## src/rtl/xfer_req_pkg.sv

```systemverilog
package xfer_req_pkg;

  // Strobes decoded by the control half and consumed by the datapath half.
  typedef struct packed {
    logic setTo;    // latch receive timeout cause
    logic setEx;    // latch receive exception cause
    logic setEof;   // latch end-of-frame cause
    logic clrPend;  // host acknowledge of pending causes
    logic setDone;  // last frame character loaded into transmit FIFO
    logic clrDone;  // release transmit suppression
  } xferStrb_t;

endpackage

```

## src/rtl/xfer_req_ctrl.sv

```systemverilog
module xfer_req_ctrl
  import xfer_req_pkg::*;
#(
  parameter int CNT_W = 5
) (
  input  logic             syncMode,
  input  logic             rxTimeout,
  input  logic             rxExcept,
  input  logic             rxEof,
  input  logic             hostAck,
  input  logic             txWrite,
  input  logic             txLastChar,
  input  logic             txFrameStart,
  input  logic [CNT_W-1:0] txCount,
  output xferStrb_t        strb
);

  logic txEmpty;

  assign txEmpty = (txCount == '0);

  always_comb begin
    strb         = '0;
    // timeout and exception only matter on asynchronous links
    strb.setTo   = !syncMode && rxTimeout;
    strb.setEx   = !syncMode && rxExcept;
    // end of frame only matters on synchronous links
    strb.setEof  = syncMode && rxEof;
    strb.clrPend = hostAck;
    strb.setDone = syncMode && txWrite && txLastChar;
    strb.clrDone = txFrameStart || txEmpty;
  end

endmodule

```

## src/rtl/xfer_req_dp.sv

```systemverilog
module xfer_req_dp
  import xfer_req_pkg::*;
#(
  parameter int DEPTH   = 16,
  parameter int THR_W   = 4,
  parameter int THR_MAX = 12,
  parameter int CNT_W   = 5
) (
  input  logic             clk,
  input  logic             rstN,
  input  logic [THR_W-1:0] thrCfg,
  input  logic             syncMode,
  input  logic [CNT_W-1:0] rxCount,
  input  logic [CNT_W-1:0] txCount,
  input  xferStrb_t        strb,
  output logic             rxReq,
  output logic             txReq
);

  localparam int CMP_W = CNT_W + 1;
  localparam logic [THR_W-1:0] THR_LIM  = THR_W'(THR_MAX);
  localparam logic [CMP_W-1:0] DEPTH_V  = CMP_W'(DEPTH);

  logic [THR_W-1:0] thrEff;
  logic [CMP_W-1:0] thrCmp;
  logic [CMP_W-1:0] rxCmp;
  logic [CMP_W-1:0] freeSpace;

  logic rxAbove, txRoom;
  logic pendTo, pendEx, pendEof, frameDone;

  // Clamp illegal thresholds to the largest legal one.
  assign thrEff    = (thrCfg > THR_LIM) ? THR_LIM : thrCfg;
  assign thrCmp    = CMP_W'(thrEff);
  assign rxCmp     = CMP_W'(rxCount);
  assign freeSpace = DEPTH_V - CMP_W'(txCount);

  always_ff @(posedge clk) begin
    if (!rstN) begin
      rxAbove   <= 1'b0;
      txRoom    <= 1'b0;
      pendTo    <= 1'b0;
      pendEx    <= 1'b0;
      pendEof   <= 1'b0;
      frameDone <= 1'b0;
    end else begin
      rxAbove <= (rxCmp > thrCmp);
      txRoom  <= (freeSpace > thrCmp);

      if (strb.setTo)        pendTo <= 1'b1;
      else if (strb.clrPend) pendTo <= 1'b0;

      if (strb.setEx)        pendEx <= 1'b1;
      else if (strb.clrPend) pendEx <= 1'b0;

      if (strb.setEof)       pendEof <= 1'b1;
      else if (strb.clrPend) pendEof <= 1'b0;

      if (strb.setDone)      frameDone <= 1'b1;
      else if (strb.clrDone) frameDone <= 1'b0;
    end
  end

  assign rxReq = rxAbove
               || (!syncMode && (pendTo || pendEx))
               || (syncMode && pendEof);
  assign txReq = txRoom && !(syncMode && frameDone);

  AST_RX_ABOVE: assert property (@(posedge clk) disable iff (!rstN)
    (rxCmp > thrCmp) |=> rxReq);

  AST_THR_CLAMP: assert property (@(posedge clk) disable iff (!rstN)
    ((thrCfg > THR_LIM) && (rxCmp > CMP_W'(THR_MAX))) |=> rxReq);

  AST_TX_FULL: assert property (@(posedge clk) disable iff (!rstN)
    (CMP_W'(txCount) == DEPTH_V) |=> !txReq);

  AST_TO_RAISE: assert property (@(posedge clk) disable iff (!rstN)
    strb.setTo |=> (rxReq || syncMode));

  AST_PEND_CLEAR: assert property (@(posedge clk) disable iff (!rstN)
    (strb.clrPend && !strb.setTo) |=> !pendTo);

  AST_EOF_RAISE: assert property (@(posedge clk) disable iff (!rstN)
    strb.setEof |=> (rxReq || !syncMode));

  AST_DONE_MUTE: assert property (@(posedge clk) disable iff (!rstN)
    strb.setDone |=> (!txReq || !syncMode));

  AST_SET_WINS: assert property (@(posedge clk) disable iff (!rstN)
    (strb.setEof && strb.clrPend) |=> pendEof);

endmodule

```

## src/rtl/xfer_req_gen.sv

```systemverilog
module xfer_req_gen
  import xfer_req_pkg::*;
#(
  parameter int DEPTH   = 16,
  parameter int THR_W   = 4,
  parameter int THR_MAX = 12,
  parameter int CNT_W   = $clog2(DEPTH + 1)
) (
  input  logic             clk,
  input  logic             rstN,
  input  logic [THR_W-1:0] thrCfg,
  input  logic             syncMode,
  input  logic [CNT_W-1:0] rxCount,
  input  logic [CNT_W-1:0] txCount,
  input  logic             rxTimeout,
  input  logic             rxExcept,
  input  logic             rxEof,
  input  logic             txWrite,
  input  logic             txLastChar,
  input  logic             txFrameStart,
  input  logic             hostAck,
  output logic             rxReq,
  output logic             txReq
);

  xferStrb_t strb;

  xfer_req_ctrl #(.CNT_W(CNT_W)) uCtrl (
    .syncMode     (syncMode),
    .rxTimeout    (rxTimeout),
    .rxExcept     (rxExcept),
    .rxEof        (rxEof),
    .hostAck      (hostAck),
    .txWrite      (txWrite),
    .txLastChar   (txLastChar),
    .txFrameStart (txFrameStart),
    .txCount      (txCount),
    .strb         (strb)
  );

  xfer_req_dp #(
    .DEPTH   (DEPTH),
    .THR_W   (THR_W),
    .THR_MAX (THR_MAX),
    .CNT_W   (CNT_W)
  ) uDp (
    .clk      (clk),
    .rstN     (rstN),
    .thrCfg   (thrCfg),
    .syncMode (syncMode),
    .rxCount  (rxCount),
    .txCount  (txCount),
    .strb     (strb),
    .rxReq    (rxReq),
    .txReq    (txReq)
  );

endmodule

```

## config.mk

```make
export PLATFORM = sky130hd
export DESIGN_NAME = xfer_req_gen
export DESIGN_NICKNAME = d
export VERILOG_FILES = /design/src/rtl/xfer_req_pkg.sv /design/src/rtl/xfer_req_ctrl.sv /design/src/rtl/xfer_req_dp.sv /design/src/rtl/xfer_req_gen.sv
export SDC_FILE = /design/constraint.sdc
export NUM_CORES = 1
export LEC_CHECK = 0
export BUFFER_PORTS_ARGS = -buffer_cell sky130_fd_sc_hd__buf_4
export CAP_MARGIN = 20
export CORE_AREA = 10 10 47 49
export CTS_CLUSTER_DIAMETER = 30
export DETAILED_ROUTE_END_ITERATION = 10
export DIE_AREA = 0 0 57 59
export GPL_TIMING_DRIVEN = 0
export MAX_ROUTING_LAYER = met4
export PLACE_DENSITY = 0.7
export SYNTH_ARGS = -nofsm -noshare
export SYNTH_HDL_FRONTEND = slang
export SYNTH_HIERARCHICAL = 1
export SYNTH_SLANG_ARGS = --single-unit
export TNS_END_PERCENT = 20
```

## constraint.sdc

```tcl
create_clock -name clk -period 2.3 [get_ports clk]
set_clock_uncertainty 0.15 [all_clocks]
set_input_delay 0.345 -clock clk [delete_from_list [all_inputs] [get_ports clk]]
set_output_delay 0.345 -clock clk [all_outputs]
set_load 0.1 [all_outputs]
```

Yosys cells after proc, flatten, opt, wreduce, memory -nomap -nowiden --
Cells that the tools add are included.
Storage, ports and cells: bits in registers 6, latch bits 0, bits in writable memories 0, bits in read-only memories 0, bits of input ports 24, logic and storage cells 37, memories 0
Operators by class: add/sub/neg operators 1, multiply operators 0, div/mod/pow operators 0, $lt $le $gt $ge 3, eq/ne operators 0, shifts and indexed selects 0, multiplexer cells 7, bitwise operators 0, reduce and logical (&&, ||, !) cells 20
Operators with widths (count):
- 1-bit logical AND | 9
- 2-bit nonzero test | 4
- 6-bit by 4-bit greater-than comparator with 1-bit output | 1
- 1-bit 2-to-1 mux | 6
- 5-bit by 5-bit subtractor with 6-bit output, first input constant | 1
- 5-bit by 4-bit greater-than comparator with 1-bit output | 1
- 5-bit logical NOT | 1
- 4-bit greater-than comparator, second input constant | 1
- 1-bit logical OR | 4
- 4-bit 2-to-1 mux | 1
- 1-bit logical NOT | 2

Depth between registers and ports, before layout --
word-level depth 4, gate-level depth with buffers 7

Cells and area by module --
The synthesis kept the hierarchy.
Modules (own cells, without submodules):
- xfer_req_dp | instances 1, cells each 55, area each 474.2 µm², sequential area each 120.1 µm²
- xfer_req_ctrl | instances 1, cells each 7, area each 47.5 µm², sequential area each 0.0 µm²

Worst setup path before layout --
Ideal clock, no wire load.
kind input-to-output, from in syncMode, to out txReq, arrival 2532 ps, required time 1805 ps, path slack -727 ps, cell stages on the path 1, buffers on the path 0, cells stage by stage a21boi_0
On the way: cells in the longest elaborated chain, start to end 3
Ends and longest elaborated chain:
- from (decl) | line xfer_req_gen.sv:12 | input logic syncMode,
- 1-bit logical AND | line xfer_req_dp.sv:67 | assign txReq = txRoom && !(syncMode && frameDone);
- 1-bit logical NOT | line xfer_req_dp.sv:67
- 1-bit logical AND | line xfer_req_dp.sv:67
- to (decl) | line xfer_req_gen.sv:23 | output logic txReq
Every way passes these cells.

Worst setup path after layout --
from in txCount[0], to reg uDp.txRoom
On the way: cells in the longest elaborated chain, start to end 2
Ends and longest elaborated chain:
- from (decl) | line xfer_req_gen.sv:14 | input logic [CNT_W-1:0] txCount,
- 5-bit by 5-bit subtractor with 6-bit output | line xfer_req_dp.sv:36 | assign freeSpace = DEPTH_V - CMP_W'(txCount);
- 6-bit by 4-bit greater-than comparator with 1-bit output | line xfer_req_dp.sv:48 | txRoom <= (freeSpace > thrCmp);
- to (signal assigned) | line xfer_req_dp.sv:48
- to (decl) | line xfer_req_dp.sv:29 | logic rxAbove, txRoom;
Every way passes these cells. A chain may end at the register's enable or synchronous reset.

==> impl_metrics.ini <==
[sta]
hold_ws_ns = 0.2110
setup_viol = 0
hold_viol_final = 0
max_freq_mhz = 603.0
grt_setup_unrepaired = no
period_share_pct = 72.10
maxSlewViolCount = 0
period_needed_ns = 1.658
slew_headroom_pct = 81.73
worstMarginPinSlew_ns = 0.2735

[pwr]
power_frac_clock_pct = 27.2
p_leak_uw = 0.0003796
p_int_uw = 233.6
switchingPower_uw = 106.2
switching_share_pct = 31.26
pwr-share-seq_pct = 33.4
ir_drop_mv = 0.1840
p_per_area_nw_per_um2 = 456.5
pwr-share-comb_pct = 39.4
p_total_uw = 339.8

[worst_setup_path]
criticalPathCategory = primary input to flop
endpoint = uDp/txRoom$_SDFF_PN0_
cp_cell_sequence = buf_4, inv_1, ha_1, ha_1, nor2b_1, o211ai_1, a21oi_1, o21a_1
slowest_stage = ha_1
crit_fanout = 3
crit_start = txCount[0]
r2r_start = uDp/pendEof$_SDFFE_PN0P_
worst-path-stages = 8
path_delay_family = adder cells
cp.required_ns = 2.28
rr_endpoint = uDp/pendEof$_SDFFE_PN0P_
cpPeakStageDelay_ns = 0.30
ff2ff_path_depth = 2
critPathArrivalTime_ns = 1.64
cp_common_cell = ha_1
critical_path_buf_inv_count = 2
cp-end-kind = flop
critPathLaunchType = primary input
rrSetupSlack_ns = 1.47

[logic_synthesis]
synth.distinct_cells = 23
yosys_warnings = 6
synth-seq-cells = 6
syn_nets = 95
synth_area_sq_um = 521.8
synth.avg_cell_area_sq_um = 8.415
synthCells = 62
synth-seq-area-share_pct = 23.02

[placed_design]
dp_hpwl_microns = 1141
io_buffers = 24
gp_congestion = 0.8041

[drt]
viasPerCell = 4.990
wl_per_cell_microns = 11.96
vias = 524
drt_first_iter_violations = 4
drt_wl_total_microns = 1256
drc_errors = 0
dr.pass1.iters = 4
drtAntennaViolNets = 0

[global_routing]
antenna_found_initial = 0
grt_use_total_pct = 7.857
gr-total-overflow = 0
grt_start_max_net_pins = 8
grt_pass1_vias = 555
grt_pass1_wl_microns = 2159

[run]
maxCapViolCount = 0

[cts]
cts_resized = 0
cts_tree = yes
cts_root_buf = clkbuf_4
clockBufferDepth = 2
cts.sinks = 6
clock_latency_ns = 0.24
cts-htree-levels = 1
hold_buffers = 0
cts.clk_slew.worst_paths_ns = 0.04
cts_setup_buffers = 0
numCtsBuffers = 3

[layout]
layout_common_cells = buf_4, ha_1, nor2b_1, inv_1, dfxtp_1
n_antenna_cell = 0
fin_util_pct = 53.13
layout-drive-gt1-share_pct = 31.46
fin_nets = 124
area_growth_pct = 42.69
nFillCells = 152
final_common_cell = buf_4

[outcome]
outcome = complete, no violations

[hold_path]
hold_path_class = primary input to flop
hold_path_startpoint = rstN

[floorplanning]
fp.dieArea_sq_um = 3363
core-area_sq_um = 1401
io_pins = 26
fp-row-count = 14
start_util_pct = 37.23
die_w_microns = 57
fp.dieH_microns = 59
==> kinds of logic after synthesis <==
group / share of synthesized area, %
and+or+nand+nor: 25.66
AOI/OAI and AO/OA: 19.91
adders and majority gates: 21.58
buffers and inverters: 6.476
DFF: 23.02
xor gates and xnor gates: 3.358
==> layer usage <==
layer | global-route usage [%] | vias to the layer above | share of wire, %
met1 | 7.942 | 227 | 46
met4 | 3.020 | 0 | 0.96
met3 | 3.433 | 2 | 8.1
met5 | - | - | 0
li1 | - | 274 | -
met2 | 13.18 | 21 | 45
==> worst min-delay path by stage <==
stage	to	slack (ns)	depth (start not counted)
final	uDp/pendTo$_SDFFE_PN0P_	0.21	2
after global routing	uDp/pendTo$_SDFFE_PN0P_	0.22	2
after CTS	uDp/pendTo$_SDFFE_PN0P_	0.21	2
after detailed placement	uDp/pendTo$_SDFFE_PN0P_	0.41	2
after global placement	uDp/pendTo$_SDFFE_PN0P_	0.41	2
after floorplan	uDp/frameDone$_SDFFE_PN0P_	0.31	1
==> power by group through the flow <==
stage          registers [uW]  logic, uW  clock network (uW)
2_1_floorplan             115       84.1                   0
3_3_place_gp              115        132                   0
3_5_place_dp              115        136                   0
4_1_cts                   113        136                96.8
5_1_grt                   114        150                 103
6_report                  113        134                92.4
==> state kept, by name (all words and copies together) (netlist names) <==
signal and flops:
uDp/frameDone 1, uDp/pendEof 1, uDp/pendEx 1, uDp/pendTo 1, uDp/rxAbove 1, uDp/txRoom 1
==> area by class of cell <==
class                           instances  area [sq um]  area share (%)
Sequential cell                         6         120.1           16.13
Multi-Input combinational cell         48         367.9           49.41
Clock buffer                            3         22.52           3.025
Inverter                                7         26.28           3.529
Buffer                                  1         7.507           1.008
Tap cell                               16         20.02           2.689
Timing Repair Buffer                   24         180.2           24.20
==> Yosys cell counts, drive strengths merged <==
| cell | n | share of area (%) |
|---|---|---|
| nand2 | 2 | 1.4 |
| nor2b | 8 | 9.6 |
| nor3b | 1 | 1.4 |
| or3b | 1 | 1.7 |
| buf | 1 | 1.4 |
| o21bai | 2 | 2.9 |
| xnor2 | 2 | 3.4 |
| nand3 | 1 | 0.96 |
| o211ai | 1 | 1.4 |
| a21oi | 4 | 3.8 |
| o22ai | 1 | 1.2 |
| a21boi | 1 | 1.4 |
| and2 | 2 | 2.4 |
| nor2 | 1 | 0.72 |
| inv | 7 | 5.0 |
| and3 | 2 | 2.4 |
| or4 | 1 | 1.4 |
| dfxtp | 6 | 23 |
| o311a | 1 | 1.9 |
| ha | 9 | 22 |
| and4 | 1 | 1.7 |
| nor3 | 2 | 1.9 |
| o21a | 5 | 7.2 |
==> stage by stage <==
stage	std cells	setup TNS (ns)	instance area (sq um)	worst slack (ns)
6_report	105	0	744.5	0.6417
5_1_grt	105	0	744.5	0.5777
4_1_cts	105	0	744.5	0.6392
3_5_place_dp	102	0	721.9	0.3912
3_3_place_gp	102	0	721.9	0.4151
2_1_floorplan	62	-0.06963	521.8	-0.06963
No activity file was read; power rests on OpenSTA's default activity.
